<file path="src/rtl/irqc_pkg.sv">
package irqc_pkg;
  localparam int LVL_W = 3;
  localparam int IDX_W = 5;

  localparam logic [7:0] ADDR_ENABLE   = 8'h00;
  localparam logic [7:0] ADDR_MODE0    = 8'h04;
  localparam logic [7:0] ADDR_MODE1    = 8'h08;
  localparam logic [7:0] ADDR_LVL_BASE = 8'h10;
  localparam logic [7:0] ADDR_LVL_LAST = 8'h2C;
  localparam logic [7:0] ADDR_MASK     = 8'h40;
  localparam logic [7:0] ADDR_CLEAR    = 8'h60;
  localparam logic [7:0] ADDR_SRCSTAT  = 8'h80;
  localparam logic [7:0] ADDR_CURSTAT  = 8'hA0;

  localparam int CLR_EN_BIT  = 8;
  localparam int NOREQ_BIT   = 16;
  localparam int LVL_REGS    = 8;
  localparam int MODE_REGS   = 2;

  typedef struct packed {
    logic                  wrEnable;
    logic [MODE_REGS-1:0]  wrMode;
    logic [LVL_REGS-1:0]   wrLevel;
    logic                  wrMask;
    logic                  clrEdge;
    logic [IDX_W-1:0]      clrIdx;
    logic [31:0]           wdata;
  } irqcStrobe_t;
endpackage

</file>
<file path="src/rtl/irqc_sync.sv">
module irqc_sync #(
  parameter int WIDTH = 32
) (
  input  logic             clk,
  input  logic             rst_n,
  input  logic [WIDTH-1:0] asyncIn,
  output logic [WIDTH-1:0] syncOut
);
  logic [WIDTH-1:0] stage1;

  always_ff @(posedge clk or negedge rst_n) begin
    if (!rst_n) begin
      stage1  <= '0;
      syncOut <= '0;
    end else begin
      stage1  <= asyncIn;
      syncOut <= stage1;
    end
  end
endmodule

</file>
<file path="src/rtl/irqc_ctrl.sv">
module irqc_ctrl
  import irqc_pkg::*;
#(
  parameter int NUM_SRC = 32
) (
  input  logic                          busSel,
  input  logic                          busWrite,
  input  logic [7:0]                    busAddr,
  input  logic [31:0]                   busWdata,
  output logic [31:0]                   busRdata,
  output irqcStrobe_t                   stb,
  input  logic                          enBit,
  input  logic [LVL_W-1:0]              maskVal,
  input  logic [MODE_REGS-1:0][31:0]    modeImg,
  input  logic [LVL_REGS-1:0][31:0]     lvlImg,
  input  logic [NUM_SRC-1:0]            pendVec,
  input  logic [31:0]                   curStat
);
  logic       doWrite;
  logic       doRead;
  logic       inLvlRange;
  logic [7:0] lvlOff;
  logic [2:0] lvlSel;

  assign doWrite    = busSel & busWrite;
  assign doRead     = busSel & ~busWrite;
  assign lvlOff     = busAddr - ADDR_LVL_BASE;
  assign lvlSel     = lvlOff[4:2];
  assign inLvlRange = (busAddr >= ADDR_LVL_BASE) && (busAddr <= ADDR_LVL_LAST)
                      && (busAddr[1:0] == 2'b00);

  always_comb begin
    stb           = '0;
    stb.wdata     = busWdata;
    stb.clrIdx    = busWdata[IDX_W-1:0];
    stb.wrEnable  = doWrite && (busAddr == ADDR_ENABLE);
    stb.wrMode[0] = doWrite && (busAddr == ADDR_MODE0);
    stb.wrMode[1] = doWrite && (busAddr == ADDR_MODE1);
    stb.wrMask    = doWrite && (busAddr == ADDR_MASK);
    stb.clrEdge   = doWrite && (busAddr == ADDR_CLEAR) && busWdata[CLR_EN_BIT];
    for (int k = 0; k < LVL_REGS; k++) begin
      stb.wrLevel[k] = doWrite && inLvlRange && (lvlSel == 3'(k));
    end
  end

  always_comb begin
    busRdata = '0;
    if (doRead) begin
      if (inLvlRange) begin
        busRdata = lvlImg[lvlSel];
      end else begin
        case (busAddr)
          ADDR_ENABLE:  busRdata = {31'b0, enBit};
          ADDR_MODE0:   busRdata = modeImg[0];
          ADDR_MODE1:   busRdata = modeImg[1];
          ADDR_MASK:    busRdata = {{(32-LVL_W){1'b0}}, maskVal};
          ADDR_SRCSTAT: busRdata = 32'(pendVec);
          ADDR_CURSTAT: busRdata = curStat;
          default:      busRdata = '0;
        endcase
      end
    end
  end
endmodule

</file>
<file path="src/rtl/irqc_datapath.sv">
module irqc_datapath
  import irqc_pkg::*;
#(
  parameter int NUM_SRC = 32
) (
  input  logic                        clk,
  input  logic                        rst_n,
  input  irqcStrobe_t                 stb,
  input  logic [NUM_SRC-1:0]          srcIn,
  output logic                        enBit,
  output logic [LVL_W-1:0]            maskVal,
  output logic [MODE_REGS-1:0][31:0]  modeImg,
  output logic [LVL_REGS-1:0][31:0]   lvlImg,
  output logic [NUM_SRC-1:0]          pendVec,
  output logic [31:0]                 curStat,
  output logic                        irqOut
);
  localparam int HALF = 16;

  logic [NUM_SRC-1:0][1:0]       modeReg;
  logic [NUM_SRC-1:0][LVL_W-1:0] lvlReg;
  logic [NUM_SRC-1:0]            syncIn;
  logic [NUM_SRC-1:0]            prevIn;
  logic [NUM_SRC-1:0]            edgeLatch;
  logic [NUM_SRC-1:0]            edgeHit;

  logic                          winFound;
  logic [LVL_W-1:0]              winLvl;
  logic [IDX_W-1:0]              winIdx;
  logic                          noReqReg;
  logic [LVL_W-1:0]              curLvlReg;
  logic [IDX_W-1:0]              curIdxReg;

  irqc_sync #(.WIDTH(NUM_SRC)) u_sync (
    .clk     (clk),
    .rst_n   (rst_n),
    .asyncIn (srcIn),
    .syncOut (syncIn)
  );

  // Configuration registers
  always_ff @(posedge clk or negedge rst_n) begin
    if (!rst_n) begin
      enBit   <= 1'b0;
      maskVal <= '0;
      modeReg <= '0;
      lvlReg  <= '0;
    end else begin
      if (stb.wrEnable) enBit   <= stb.wdata[0];
      if (stb.wrMask)   maskVal <= stb.wdata[LVL_W-1:0];
      for (int n = 0; n < NUM_SRC; n++) begin
        if (stb.wrMode[(n % HALF) / 8])
          modeReg[n] <= stb.wdata[(n % 8) * 2 + (n / HALF) * 16 +: 2];
        if (stb.wrLevel[(n % HALF) / 2])
          lvlReg[n] <= stb.wdata[(n / HALF) * 16 + (n % 2) * 8 +: LVL_W];
      end
    end
  end

  // Edge detection and sticky requests
  always_comb begin
    for (int n = 0; n < NUM_SRC; n++) begin
      edgeHit[n] = modeReg[n][1] &&
                   (modeReg[n][0] ? (syncIn[n] && !prevIn[n])
                                  : (!syncIn[n] && prevIn[n]));
    end
  end

  always_ff @(posedge clk or negedge rst_n) begin
    if (!rst_n) begin
      prevIn    <= '0;
      edgeLatch <= '0;
    end else begin
      prevIn <= syncIn;
      for (int n = 0; n < NUM_SRC; n++) begin
        if (edgeHit[n])
          edgeLatch[n] <= 1'b1;
        else if (stb.clrEdge && (stb.clrIdx == IDX_W'(n)))
          edgeLatch[n] <= 1'b0;
      end
    end
  end

  always_comb begin
    for (int n = 0; n < NUM_SRC; n++) begin
      pendVec[n] = modeReg[n][1] ? edgeLatch[n] : (syncIn[n] == modeReg[n][0]);
    end
  end

  // Priority selection: strict compare keeps the lowest index on a tie
  always_comb begin
    winFound = 1'b0;
    winLvl   = '0;
    winIdx   = '0;
    for (int n = 0; n < NUM_SRC; n++) begin
      if (pendVec[n] && (lvlReg[n] > maskVal) && (!winFound || (lvlReg[n] > winLvl))) begin
        winFound = 1'b1;
        winLvl   = lvlReg[n];
        winIdx   = IDX_W'(n);
      end
    end
  end

  always_ff @(posedge clk or negedge rst_n) begin
    if (!rst_n) begin
      noReqReg  <= 1'b1;
      curLvlReg <= '0;
      curIdxReg <= '0;
      irqOut    <= 1'b0;
    end else begin
      noReqReg  <= !winFound;
      curLvlReg <= winLvl;
      curIdxReg <= winIdx;
      irqOut    <= enBit && winFound;
    end
  end

  assign curStat = {15'b0, noReqReg, 5'b0, curLvlReg, 3'b0, curIdxReg};

  // Readback images
  always_comb begin
    modeImg = '0;
    lvlImg  = '0;
    for (int n = 0; n < NUM_SRC; n++) begin
      modeImg[(n % HALF) / 8][(n % 8) * 2 + (n / HALF) * 16 +: 2] = modeReg[n];
      lvlImg[(n % HALF) / 2][(n / HALF) * 16 + (n % 2) * 8 +: LVL_W] = lvlReg[n];
    end
  end
endmodule

</file>
<file path="src/rtl/prio_irq_ctrl.sv">
module prio_irq_ctrl
  import irqc_pkg::*;
#(
  parameter int NUM_SRC = 32
) (
  input  logic               clk,
  input  logic               rst_n,
  input  logic               busSel,
  input  logic               busWrite,
  input  logic [7:0]         busAddr,
  input  logic [31:0]        busWdata,
  output logic [31:0]        busRdata,
  input  logic [NUM_SRC-1:0] srcIn,
  output logic               irqOut
);
  irqcStrobe_t                 stb;
  logic                        enBit;
  logic [LVL_W-1:0]            maskVal;
  logic [MODE_REGS-1:0][31:0]  modeImg;
  logic [LVL_REGS-1:0][31:0]   lvlImg;
  logic [NUM_SRC-1:0]          pendVec;
  logic [31:0]                 curStat;

  irqc_ctrl #(.NUM_SRC(NUM_SRC)) u_ctrl (
    .busSel   (busSel),
    .busWrite (busWrite),
    .busAddr  (busAddr),
    .busWdata (busWdata),
    .busRdata (busRdata),
    .stb      (stb),
    .enBit    (enBit),
    .maskVal  (maskVal),
    .modeImg  (modeImg),
    .lvlImg   (lvlImg),
    .pendVec  (pendVec),
    .curStat  (curStat)
  );

  irqc_datapath #(.NUM_SRC(NUM_SRC)) u_dp (
    .clk     (clk),
    .rst_n   (rst_n),
    .stb     (stb),
    .srcIn   (srcIn),
    .enBit   (enBit),
    .maskVal (maskVal),
    .modeImg (modeImg),
    .lvlImg  (lvlImg),
    .pendVec (pendVec),
    .curStat (curStat),
    .irqOut  (irqOut)
  );
endmodule

</file>
<file path="config.mk">
export PLATFORM = sky130hd
export DESIGN_NAME = prio_irq_ctrl
export DESIGN_NICKNAME = d
export VERILOG_FILES = /design/src/rtl/irqc_pkg.sv /design/src/rtl/irqc_sync.sv /design/src/rtl/irqc_ctrl.sv /design/src/rtl/irqc_datapath.sv /design/src/rtl/prio_irq_ctrl.sv
export SDC_FILE = /design/constraint.sdc
export NUM_CORES = 1
export LEC_CHECK = 0
export ABC_AREA = 0
export BUFFER_PORTS_ARGS = -buffer_cell sky130_fd_sc_hd__buf_2
export CAP_MARGIN = 30
export CORE_ASPECT_RATIO = 0.5
export CORE_MARGIN = 2
export CORE_UTILIZATION = 55
export CTS_BUF_LIST = sky130_fd_sc_hd__clkbuf_2
export DETAILED_ROUTE_END_ITERATION = 12
export HOLD_SLACK_MARGIN = 0.15
export PLACE_DENSITY = 0.73
export SLEW_MARGIN = 20
export SYNTH_ARGS = -nofsm -noshare
export SYNTH_HDL_FRONTEND = slang
export SYNTH_HIERARCHICAL = 1
export SYNTH_SLANG_ARGS = --single-unit
</file>
<file path="constraint.sdc">
create_clock -name clk -period 53.3 [get_ports clk]
set_input_delay 7.995 -clock clk [delete_from_list [all_inputs] [get_ports clk]]
set_output_delay 7.995 -clock clk [all_outputs]
set_load 0.02 [all_outputs]
</file>
-- Yosys cells after proc, flatten, opt, wreduce, memory -nomap -nowiden
Index checks and enable logic that the tools add are counted.
- logic and storage cells: 851
- flip-flop bits (word level): 302
- memories kept: 0
- latch bits: 0
- bits in read-only memories: 0
- bits in writable memories: 0
- shift operators: 0
- magnitude comparators: 66
- add/sub/neg operators: 1
- equal/unequal tests: 76
- reductions and logical operators: 372
- bitwise logic cells: 3
- multiply operators: 0
- divide/modulo/power cells: 0
- multiplexer cells: 228
- operators by type and width (cell ; number):
    $logic_and 1x1->1 ; 209
    $pmux 32 s6 ; 1
    $gt 3x3->1 ; 63
    $mux 1 ; 161
    $mux 3 ; 36
    $bmux 32 s3 ; 1
    $logic_not 1->1 ; 96
    $mux 32 ; 3
    $eq 5x5->1 const B ; 16
    $mux 5 ; 16
    $reduce_bool 2->1 ; 32
    $eq 5x4->1 const B ; 8
    $eq 1x1->1 ; 32
    $mux 4 ; 8
    $logic_or 1x1->1 ; 31
    $eq 5x3->1 const B ; 4
    $eq 8x7->1 const B ; 2
    $eq 8x8->1 const B ; 2
    $eq 3x3->1 const B ; 4
    $eq 5x2->1 const B ; 2
    $eq 8x3->1 const B ; 1
    $eq 8x4->1 const B ; 1
    $ge 8x5->1 const B ; 1
    $le 8x6->1 const B ; 1
    other kinds (12) ; 15

-- Depth between registers and ports, before layout
Gate-level depths: netlist of the first run.
- depth in word-level cells: 129
- depth in mapped cells: 279
- depth with buffers taken out: 274

-- Cells and area by module
Netlist of the first run, hierarchy kept.
- by module, submodules not included (module ; cells an instance ; times used ; area each (sq um)):
    irqc_datapath ; 1939 ; 1 ; 17397.9
    irqc_ctrl ; 422 ; 1 ; 3697.3
    irqc_sync ; 64 ; 1 ; 1601.5

-- Worst setup path after synthesis of the first run
OpenSTA, ideal clock, no wires.
- kind: flip-flop to flip-flop
- start: reg u_dp.maskVal[1]
- end: reg u_dp.curIdxReg[3]
- buffers on the path: 5
- cell stages (with the launch flop): 248
- library setup time: 118 ps
- setup slack: 9588 ps
- arrival time: 43594 ps
- period minus slack after synthesis: 43712 ps
- cell sequence: dfrtp_1 > inv_1 > ha_1 > nor2b_1 > o21a_1 > o211ai_2 > nor2_1 > ha_1 > nor2b_1 > o21ai_0 > a32o_1 > a21oi_1 > a22o_1 > inv_1 > ha_1 > nor2b_1 > o21ai_0 > a32oi_1 > (+212 left out) > or2_2 > nand2b_1 > o21a_1 > ha_1 > a21o_1 > a21oi_1 > a31oi_1 > o21ai_0 > mux2_2 > ha_1 > a21o_1 > a21oi_1 > a31oi_1 > o21ai_2 > nand2_1 > or3b_1 > or3_1 > a21o_1
- word-level cells in the longest chain between the ends: 127
- elaborated cells between the ends (all ways): 274
- ends and longest elaborated chain (item ; RTL line ; RTL):
    start: declaration ; irqc_datapath.sv:11 ; output logic [LVL_W-1:0] maskVal,
    start signal: assignment ; irqc_datapath.sv:50 ; if (stb.wrMask) maskVal <= stb.wdata[LVL_W-1:0];
    $gt 3x3->1 ; irqc_datapath.sv:96 ; if (pendVec[n] && (lvlReg[n] > maskVal) && (!winFound || (lvlReg[n] > winLvl))) begin
    $logic_and 1x1->1 ; irqc_datapath.sv:96 ;
    $mux 3 or $mux 1 (tied branches) ; irqc_datapath.sv:96 ;
    $gt 3x3->1 or $logic_not 1->1 (tied branches) ; irqc_datapath.sv:96 ;
    $logic_or 1x1->1 ; irqc_datapath.sv:96 ;
    $logic_and 1x1->1 ; irqc_datapath.sv:96 ;
    $mux 3 or $mux 1 (tied branches) ; irqc_datapath.sv:96 ;
    $gt 3x3->1 or $logic_not 1->1 (tied branches) ; irqc_datapath.sv:96 ;
    (+112 left out) ; n/a ;
    $logic_or 1x1->1 ; irqc_datapath.sv:96 ;
    $logic_and 1x1->1 ; irqc_datapath.sv:96 ;
    $mux 3 or $mux 1 (tied branches) ; irqc_datapath.sv:96 ;
    $gt 3x3->1 or $logic_not 1->1 (tied branches) ; irqc_datapath.sv:96 ;
    $logic_or 1x1->1 ; irqc_datapath.sv:96 ;
    $logic_and 1x1->1 ; irqc_datapath.sv:96 ;
    $mux 5 (*) ; irqc_datapath.sv:96 ;
    via u_dp.winIdx[3] ; irqc_datapath.sv:29 ; logic [IDX_W-1:0] winIdx;
    end signal: assignment ; irqc_datapath.sv:113 ; curIdxReg <= winIdx;
    end: declaration ; irqc_datapath.sv:32 ; logic [IDX_W-1:0] curIdxReg;
The timed path passes the listed nets; every way through them passes the cells marked *.
A chain may end at the register's enable or synchronous reset.

-- Worst setup path after layout of the first run
- start: reg u_dp.lvlReg (netlist bit u_dp/lvlImg[1])
- end: reg u_dp.curIdxReg[3]
- word-level cells in the longest chain between the ends: 127
- elaborated cells between the ends (all ways): 212
- ends and longest elaborated chain (item ; RTL line ; RTL):
    start: declaration ; irqc_datapath.sv:21 ; logic [NUM_SRC-1:0][LVL_W-1:0] lvlReg;
    start signal: indexed assignment ; irqc_datapath.sv:55 ; lvlReg[n] <= stb.wdata[(n / HALF) * 16 + (n % 2) * 8 +: LVL_W];
    $gt 3x3->1 ; irqc_datapath.sv:96 ;
    $logic_and 1x1->1 ; irqc_datapath.sv:96 ;
    $mux 3 or $mux 1 (tied branches) ; irqc_datapath.sv:96 ;
    $gt 3x3->1 or $logic_not 1->1 (tied branches) ; irqc_datapath.sv:96 ;
    $logic_or 1x1->1 ; irqc_datapath.sv:96 ;
    $logic_and 1x1->1 ; irqc_datapath.sv:96 ;
    $mux 3 or $mux 1 (tied branches) ; irqc_datapath.sv:96 ;
    $gt 3x3->1 or $logic_not 1->1 (tied branches) ; irqc_datapath.sv:96 ;
    (+112 left out) ; n/a ;
    $logic_or 1x1->1 ; irqc_datapath.sv:96 ;
    $logic_and 1x1->1 ; irqc_datapath.sv:96 ;
    $mux 3 or $mux 1 (tied branches) ; irqc_datapath.sv:96 ;
    $gt 3x3->1 or $logic_not 1->1 (tied branches) ; irqc_datapath.sv:96 ;
    $logic_or 1x1->1 ; irqc_datapath.sv:96 ;
    $logic_and 1x1->1 ; irqc_datapath.sv:96 ;
    $mux 5 (*) ; irqc_datapath.sv:96 ;
    via u_dp.winIdx[3] ; irqc_datapath.sv:29 ;
Marked as above.

==> results of run 1 <==
[final timing paths]
| kind | startpoint | to | slack, ns | cells after the start |
|---|---|---|---|---|
| max | u_dp/lvlImg[1] | u_dp/curIdxReg[3] | 3.78 | 240 |
| min | u_dp/u_sync/stage1[2] | u_dp/u_sync/syncOut[2] | 0.32 | 0 |
| max reg2reg | u_dp/lvlImg[1] | u_dp/curIdxReg[3] | 3.78 | 240 |
| min reg2reg | u_dp/u_sync/stage1[2] | u_dp/u_sync/syncOut[2] | 0.32 | 0 |
| max in group asynchronous | rst_n | u_dp/lvlImg[200] | 44.60 | 2 |
| min in group asynchronous | rst_n | u_dp/u_sync/stage1[22] | 7.10 | 1 |
[area by class of cell]
type / count / share of cell area [%]
Antenna cell: 5 / 0.0532
Clock buffer: 104 / 2.21
Clock inverter: 28 / 0.729
Inverter: 110 / 1.76
Multi-Input combinational cell: 1882 / 56.9
Sequential cell: 302 / 32.1
Tap cell: 540 / 2.87
Timing Repair Buffer: 134 / 3.31
[flip-flops by register name (all words and copies together), names as in the netlist]
| register | flops |
|---|---|
| u_dp/noReqReg | 1 |
| u_dp/prevIn | 32 |
| u_dp/modeImg | 64 |
| u_dp/enBit | 1 |
| u_dp/edgeLatch | 32 |
| u_dp/u_sync/syncOut | 32 |
| u_dp/curIdxReg | 5 |
| u_dp/maskVal | 3 |
| u_dp/curLvlReg | 3 |
| u_dp/lvlImg | 96 |
| u_dp/u_sync/stage1 | 32 |
| u_dp/irqOut | 1 |
[through the flow]
step                      total power (uW)  cells
after detailed placement               430   2966
after floorplan                        388   2607
final                                  599   3105
after global placement                 426   2966
after global routing                   633   3104
after CTS                              595   3098
[Yosys cell counts, types with 6 or more instances]
library cell  number  share of area, %
a221oi_1          40               1.5
o21a_1            31               1.0
or3_1              7              0.19
a21o_1            12              0.40
clkbuf_1          50              0.83
a32oi_1            6              0.23
o211a_1           14              0.62
o31ai_1           10              0.33
o211ai_1           9              0.30
mux4_2            39               3.9
nor2b_1           68               1.9
buf_1              9              0.15
ha_1             167               9.2
a31oi_1           32              0.88
o21ai_0          199               4.4
nor2_1            86               1.4
o21ai_1           10              0.22
a211oi_1          36               1.2
buf_4            225               7.4
buf_2             25              0.55
mux2_2           159               7.9
xor2_1            31               1.2
inv_1            109               1.8
mux2i_1           64               2.8
o22ai_1           27              0.74
a21oi_1           89               2.0
a22o_1             6              0.23
nand3_1           38              0.84
nor3_1            40              0.88
nand2b_1          15              0.41
and2_1            14              0.39
and3_1            12              0.33
nand2_1          317               5.2
dfrtp_1          301                33
or2_2              6              0.17
[metal layers]
metal  wire (um)  vias to the layer above  GRT usage [%]
met3        6180                      137           6.42
met2       29900                      844           47.8
met5          13                        -              0
met1       28600                     9211           43.8
li1            -                     8561              -
met4        1840                        2           10.5
[cells by family after synthesis]
family          Yosys count  synth area share [%]
simple gates            647                  13.7
compound gates          589                  16.9
buf+inv                 423                  10.9
flops                   302                  33.3
mux                     263                  14.6
fa+ha+maj               167                  9.21
xor+xnor                 33                  1.27
other cells               1                0.0165
[report_power, final]
| part | internal (uW) | switching (uW) | leakage, uW |
|---|---|---|---|
| registers | 240 | 11.8 | 0.00352 |
| clock network | 62.8 | 103 | 0.000510 |
| logic | 72.5 | 108 | 0.00723 |
==> impl_metrics.tcl, run 1 <==
set metrics [dict create \
    outcome "finished clean" \
    worst_pin_slew_ns 1.05 \
    grt_pass1_vias 17500 \
    crit_path_max_fanout 11 \
    cp_slowest_cell "o31ai_2" \
    grt_max_degree 179 \
    place_hpwl_um 47200 \
    synth_ff_type "dfrtp_1" \
    die_h_um 148 \
    hold_slack_ns 0.323 \
    critPathCaptureType "flip-flop" \
    die_w_um 291 \
    hold_class "flip-flop to flip-flop" \
    clk_latency_ns 1.03 \
    ioPinCount 109 \
    setup-violations-final 0 \
    drc 0 \
    final_cell_area_um2 23500 \
    drive_above_1_share_pct 19.6 \
    ir_worst_vdd_uv 15.2 \
    slew_violations 0 \
    synth.avg_cell_area_um2 9.36 \
    synth-async-reset-ratio_pct 100 \
    wl_per_cell_um 21.4 \
    die_area_um2 43000 \
    grt_pass1_wl_um 102000 \
    syn_area_um2 22700 \
    grtUsageTotal_pct 31.0 \
    area_growth_pct 3.67 \
    leakagePower_uw 0.0113 \
    tns_ns 0 \
    worstSetupPathType "flip-flop to flip-flop" \
    period_minus_slack_ns 49.52 \
    root_buffer "clkbuf_2" \
    crit_required_ns 54.17 \
    start_kind "flip-flop" \
    numCtsBuffers 75 \
    antenna_found_initial 6 \
    final_common_cell "nand2_1" \
    nNetsFinal 2748 \
    place_area_um2 22800 \
    overflow 0 \
    cap_violations 0 \
    cpMostUsedCell "a21oi_1" \
    multi_input_area_um2 13400 \
    slew_headroom_pct 29.9 \
    cpPeakStageDelay_ns 0.52 \
    holdBufCountCts 0 \
    synth_edf_count 0 \
    place_congestion 0.935 \
    path_buf_inv 9 \
    cts_setup_buffers 0 \
    clk_path_buf_depth 3 \
    cts.reportedPaths.clkPinSlew_ns 0.11 \
    drt-total-wl_um 66500 \
    tritoncts "yes" \
    ys_seq_area_share_pct 33.3 \
    fin_ws_ns 3.78 \
    placeableCoreArea_um2 40500 \
    max_freq_mhz 20.2 \
    synthCells 2425 \
    ant_nets 0 \
    htree_levels 3 \
    critPathArrivalTime_ns 50.39 \
    area.sequential_um2 7560 \
    ys_seq_elements 302 \
    initial_core_util_pct 56.0 \
    hold_violations 0 \
    drtPass1Iterations 5 \
    crit_family "compound AO/OA/AOI/OAI gates" \
    final_core_util_pct 58.0 \
    vias 18800 \
    rows 52 \
    fin_worst_skew_ns 0.0775 \
    period_share_pct 92.9 \
    place_ws_ns 4.56 \
    most-common-layout-cells "317 x nand2_1, 301 x dfrtp_1, 199 x o21ai_0" \
    port_buffers 108 \
    ys_warn_count 6 \
    ys_types 95 \
    fill_cells 3624 \
    viasPerCell 6.04 \
    cts-resized-gates 0 \
    power_density_nw_per_um2 25.4 \
    drtIter0Drc 2034 \
    cts_sinks 302 \
]
Power figures use the tool's default switching activity.
==> run 2, diff against run 1 <==
SYNTH_HIERARCHICAL = default   (was 1)
==> impl_metrics.tcl, run 2 <==
set metrics [dict create \
    period_minus_slack_ns 49.07 \
    critPathCaptureType "flip-flop" \
    setup-violations-final 0 \
    ys_seq_area_share_pct 38.9 \
    synth_ff_type "dfrtp_1" \
    synthCells 1997 \
    fin_worst_skew_ns 0.120 \
    initial_core_util_pct 56.1 \
    r2r_slack_ns 4.23 \
    synthMuxAreaShare_pct 11.6 \
    cpPeakStageDelay_ns 0.61 \
    viasPerCell 6.28 \
    ir_worst_vdd_uv 43.7 \
    period_share_pct 92.1 \
    critPathArrivalTime_ns 49.86 \
    tritoncts "yes" \
    power_density_nw_per_um2 43.3 \
    synth.top_cell.area_share_pct 38.8 \
    wl_per_cell_um 22.3 \
    ys_types 98 \
    synth_xor_area_share_pct 1.49 \
    syn_area_um2 19400 \
    htree_levels 3 \
    hold_violations 0 \
    die_w_um 270 \
    ant_nets 0 \
    synth.most_common_cell "dfrtp_1" \
    drive_above_1_share_pct 21.9 \
    synth_edf_count 0 \
    clk_path_buf_depth 3 \
    slew_violations 0 \
    drt-total-wl_um 59300 \
    worstSetupPathType "flip-flop to flip-flop" \
    synth.avg_cell_area_um2 9.73 \
    synth_common_cells "301 x dfrtp_1, 284 x nand2_1, 187 x o21ai_0, 167 x ha_1, 139 x mux2_2" \
    yosys.area.top_type "dfrtp_1" \
    most-common-layout-cells "301 x dfrtp_1, 284 x nand2_1, 182 x o21ai_0" \
    drtPass1Iterations 8 \
    place_congestion 1.01 \
    cp_slowest_cell "a21boi_0" \
    place_area_um2 20500 \
    grt_pass1_wl_um 91900 \
    final_cell_area_um2 21400 \
    r2r_end "u_dp.curIdxReg[4]" \
    crit_end "u_dp.curIdxReg[4]" \
    yosys-top-cells-area "dfrtp_1 39%, ha_1 11%, mux2_2 8.1%" \
    fin_ws_ns 4.23 \
    grt_max_degree 117 \
    drc 0 \
    grtUsageTotal_pct 32.6 \
    root_buffer "clkbuf_2" \
    die_area_um2 36900 \
    slew_headroom_pct 34.6 \
    ys_seq_elements 302 \
    overflow 0 \
    start_kind "flip-flop" \
    cap_violations 0 \
    synth-compound-area-share_pct 18.8 \
    place_ws_ns 1.13 \
    antenna_found_initial 1 \
    outcome "finished clean" \
    nNetsFinal 2384 \
    crit_required_ns 54.09 \
    die_h_um 137 \
    max_freq_mhz 20.4 \
    reg2reg_from "u_dp.maskVal[2]" \
    rows 48 \
    clk_latency_ns 1.02 \
    reg2reg_depth 248 \
    cts.reportedPaths.clkPinSlew_ns 0.12 \
    ys_warn_count 0 \
    place_hpwl_um 43300 \
    cts_sinks 302 \
    ioPinCount 109 \
    final_core_util_pct 61.7 \
    drtIter0Drc 1822 \
    cpMostUsedCell "ha_1" \
    synth_nets 2240 \
    hold_class "flip-flop to flip-flop" \
    synth_top_family_by_area "compound AO/OA/AOI/OAI gates" \
    synth_fa_ha_area_share_pct 10.8 \
    port_buffers 108 \
    crit_path_max_fanout 32 \
    vias 16700 \
    tns_ns 0 \
    leakagePower_uw 0.00987 \
    grt_pass1_vias 15800 \
    final_common_cell "dfrtp_1" \
    worst_pin_slew_ns 0.970 \
    placeableCoreArea_um2 34700 \
    synth-async-reset-ratio_pct 100 \
    area_growth_pct 10.0 \
    synthSimpleGateAreaFrac_pct 15.2 \
    largest_reg_flops 96 \
    numCtsBuffers 69 \
    crit_start "u_dp.maskVal[2]" \
]
-- run 2: cell count changes after synthesis, sizes merged, moves of 15 or more --
cell    change
o22ai      -20
inv        -15
nor2       +25
a222oi     +27
a221oi     -22
mux4       -15
a21oi      -31
nand2      -32
buf       -250
mux2       -20
nor3       -20
o21ai      -19
mux2i      -50
-- run 2: final cells by class --
class | instances | area, um^2
sequential | 302 | 7560
fill | 3007 | 13300
clock buffer | 100 | 500
multi-input combinational | 1535 | 11400
tap | 475 | 594
antenna | 1 | 2.50
inverter | 94 | 353
timing repair buffer | 139 | 866
clock inverter | 17 | 105
-- run 2: report_power, final --
| group | internal, uW | switching, uW |
|---|---|---|
| clock network | 54.8 | 97.8 |
| logic | 214 | 307 |
| registers | 241 | 11.3 |
-- run 2: worst min-delay path by stage --
| stage | from | to | slack, ns | cells after the start |
|---|---|---|---|---|
| after floorplan | u_dp.u_sync.stage1[0] | u_dp.u_sync.syncOut[0] | 0.33 | 0 |
| after global placement | u_dp.u_sync.stage1[7] | u_dp.u_sync.syncOut[7] | 0.33 | 0 |
| after detailed placement | u_dp.u_sync.stage1[31] | u_dp.u_sync.syncOut[31] | 0.33 | 0 |
| after CTS | u_dp.u_sync.stage1[30] | u_dp.u_sync.syncOut[30] | 0.35 | 0 |
| after global routing | u_dp.u_sync.stage1[14] | u_dp.u_sync.syncOut[14] | 0.36 | 0 |
| final | u_dp.u_sync.stage1[19] | u_dp.u_sync.syncOut[19] | 0.36 | 0 |
-- run 2: per-layer routing --
metal / vias to the layer above / wire, um / global-route usage [%]
met5: - / 0 / 0
met4: 0 / 1840 / 10.6
met3: 133 / 5910 / 7.88
met2: 771 / 25900 / 50.3
met1: 8134 / 25600 / 45.5
li1: 7680 / - / -
-- run 2: per-stage QoR --
stage,hold WS (ns),cells,total power (uW)
2_1_floorplan,0.331,1997,608
3_3_place_gp,0.332,2528,722
3_5_place_dp,0.335,2530,731
4_1_cts,0.355,2647,884
5_1_grt,0.361,2663,1000
6_report,0.356,2663,926
-- run 2: what timing repair did --
item,4_1_cts,5_1_grt
buffers inserted,0,12
hold buffers,0,0
setup endpoints to repair,0,8
endpoints found under the hold margin,0,0
resized for setup,0,33
-- run 2: logic make-up after synthesis --
| kind of cell | count (synthesis) |
|---|---|
| muxes | 178 |
| AOI/OAI and AO/OA | 528 |
| adders and majority gates | 168 |
| DFF | 302 |
| buffers and inverters | 160 |
| xor gates and xnor gates | 33 |
| and+or+nand+nor | 628 |
-- run 2: worst max-delay path, delay by kind of cell (launching register included) --
kind	cells	cell delay, ns
muxes	7	2.48
adders and majority gates	33	9.35
AOI/OAI and AO/OA	122	22.38
DFF	1	0.43
buffers and inverters	10	1.24
and+or+nand+nor	76	13.01
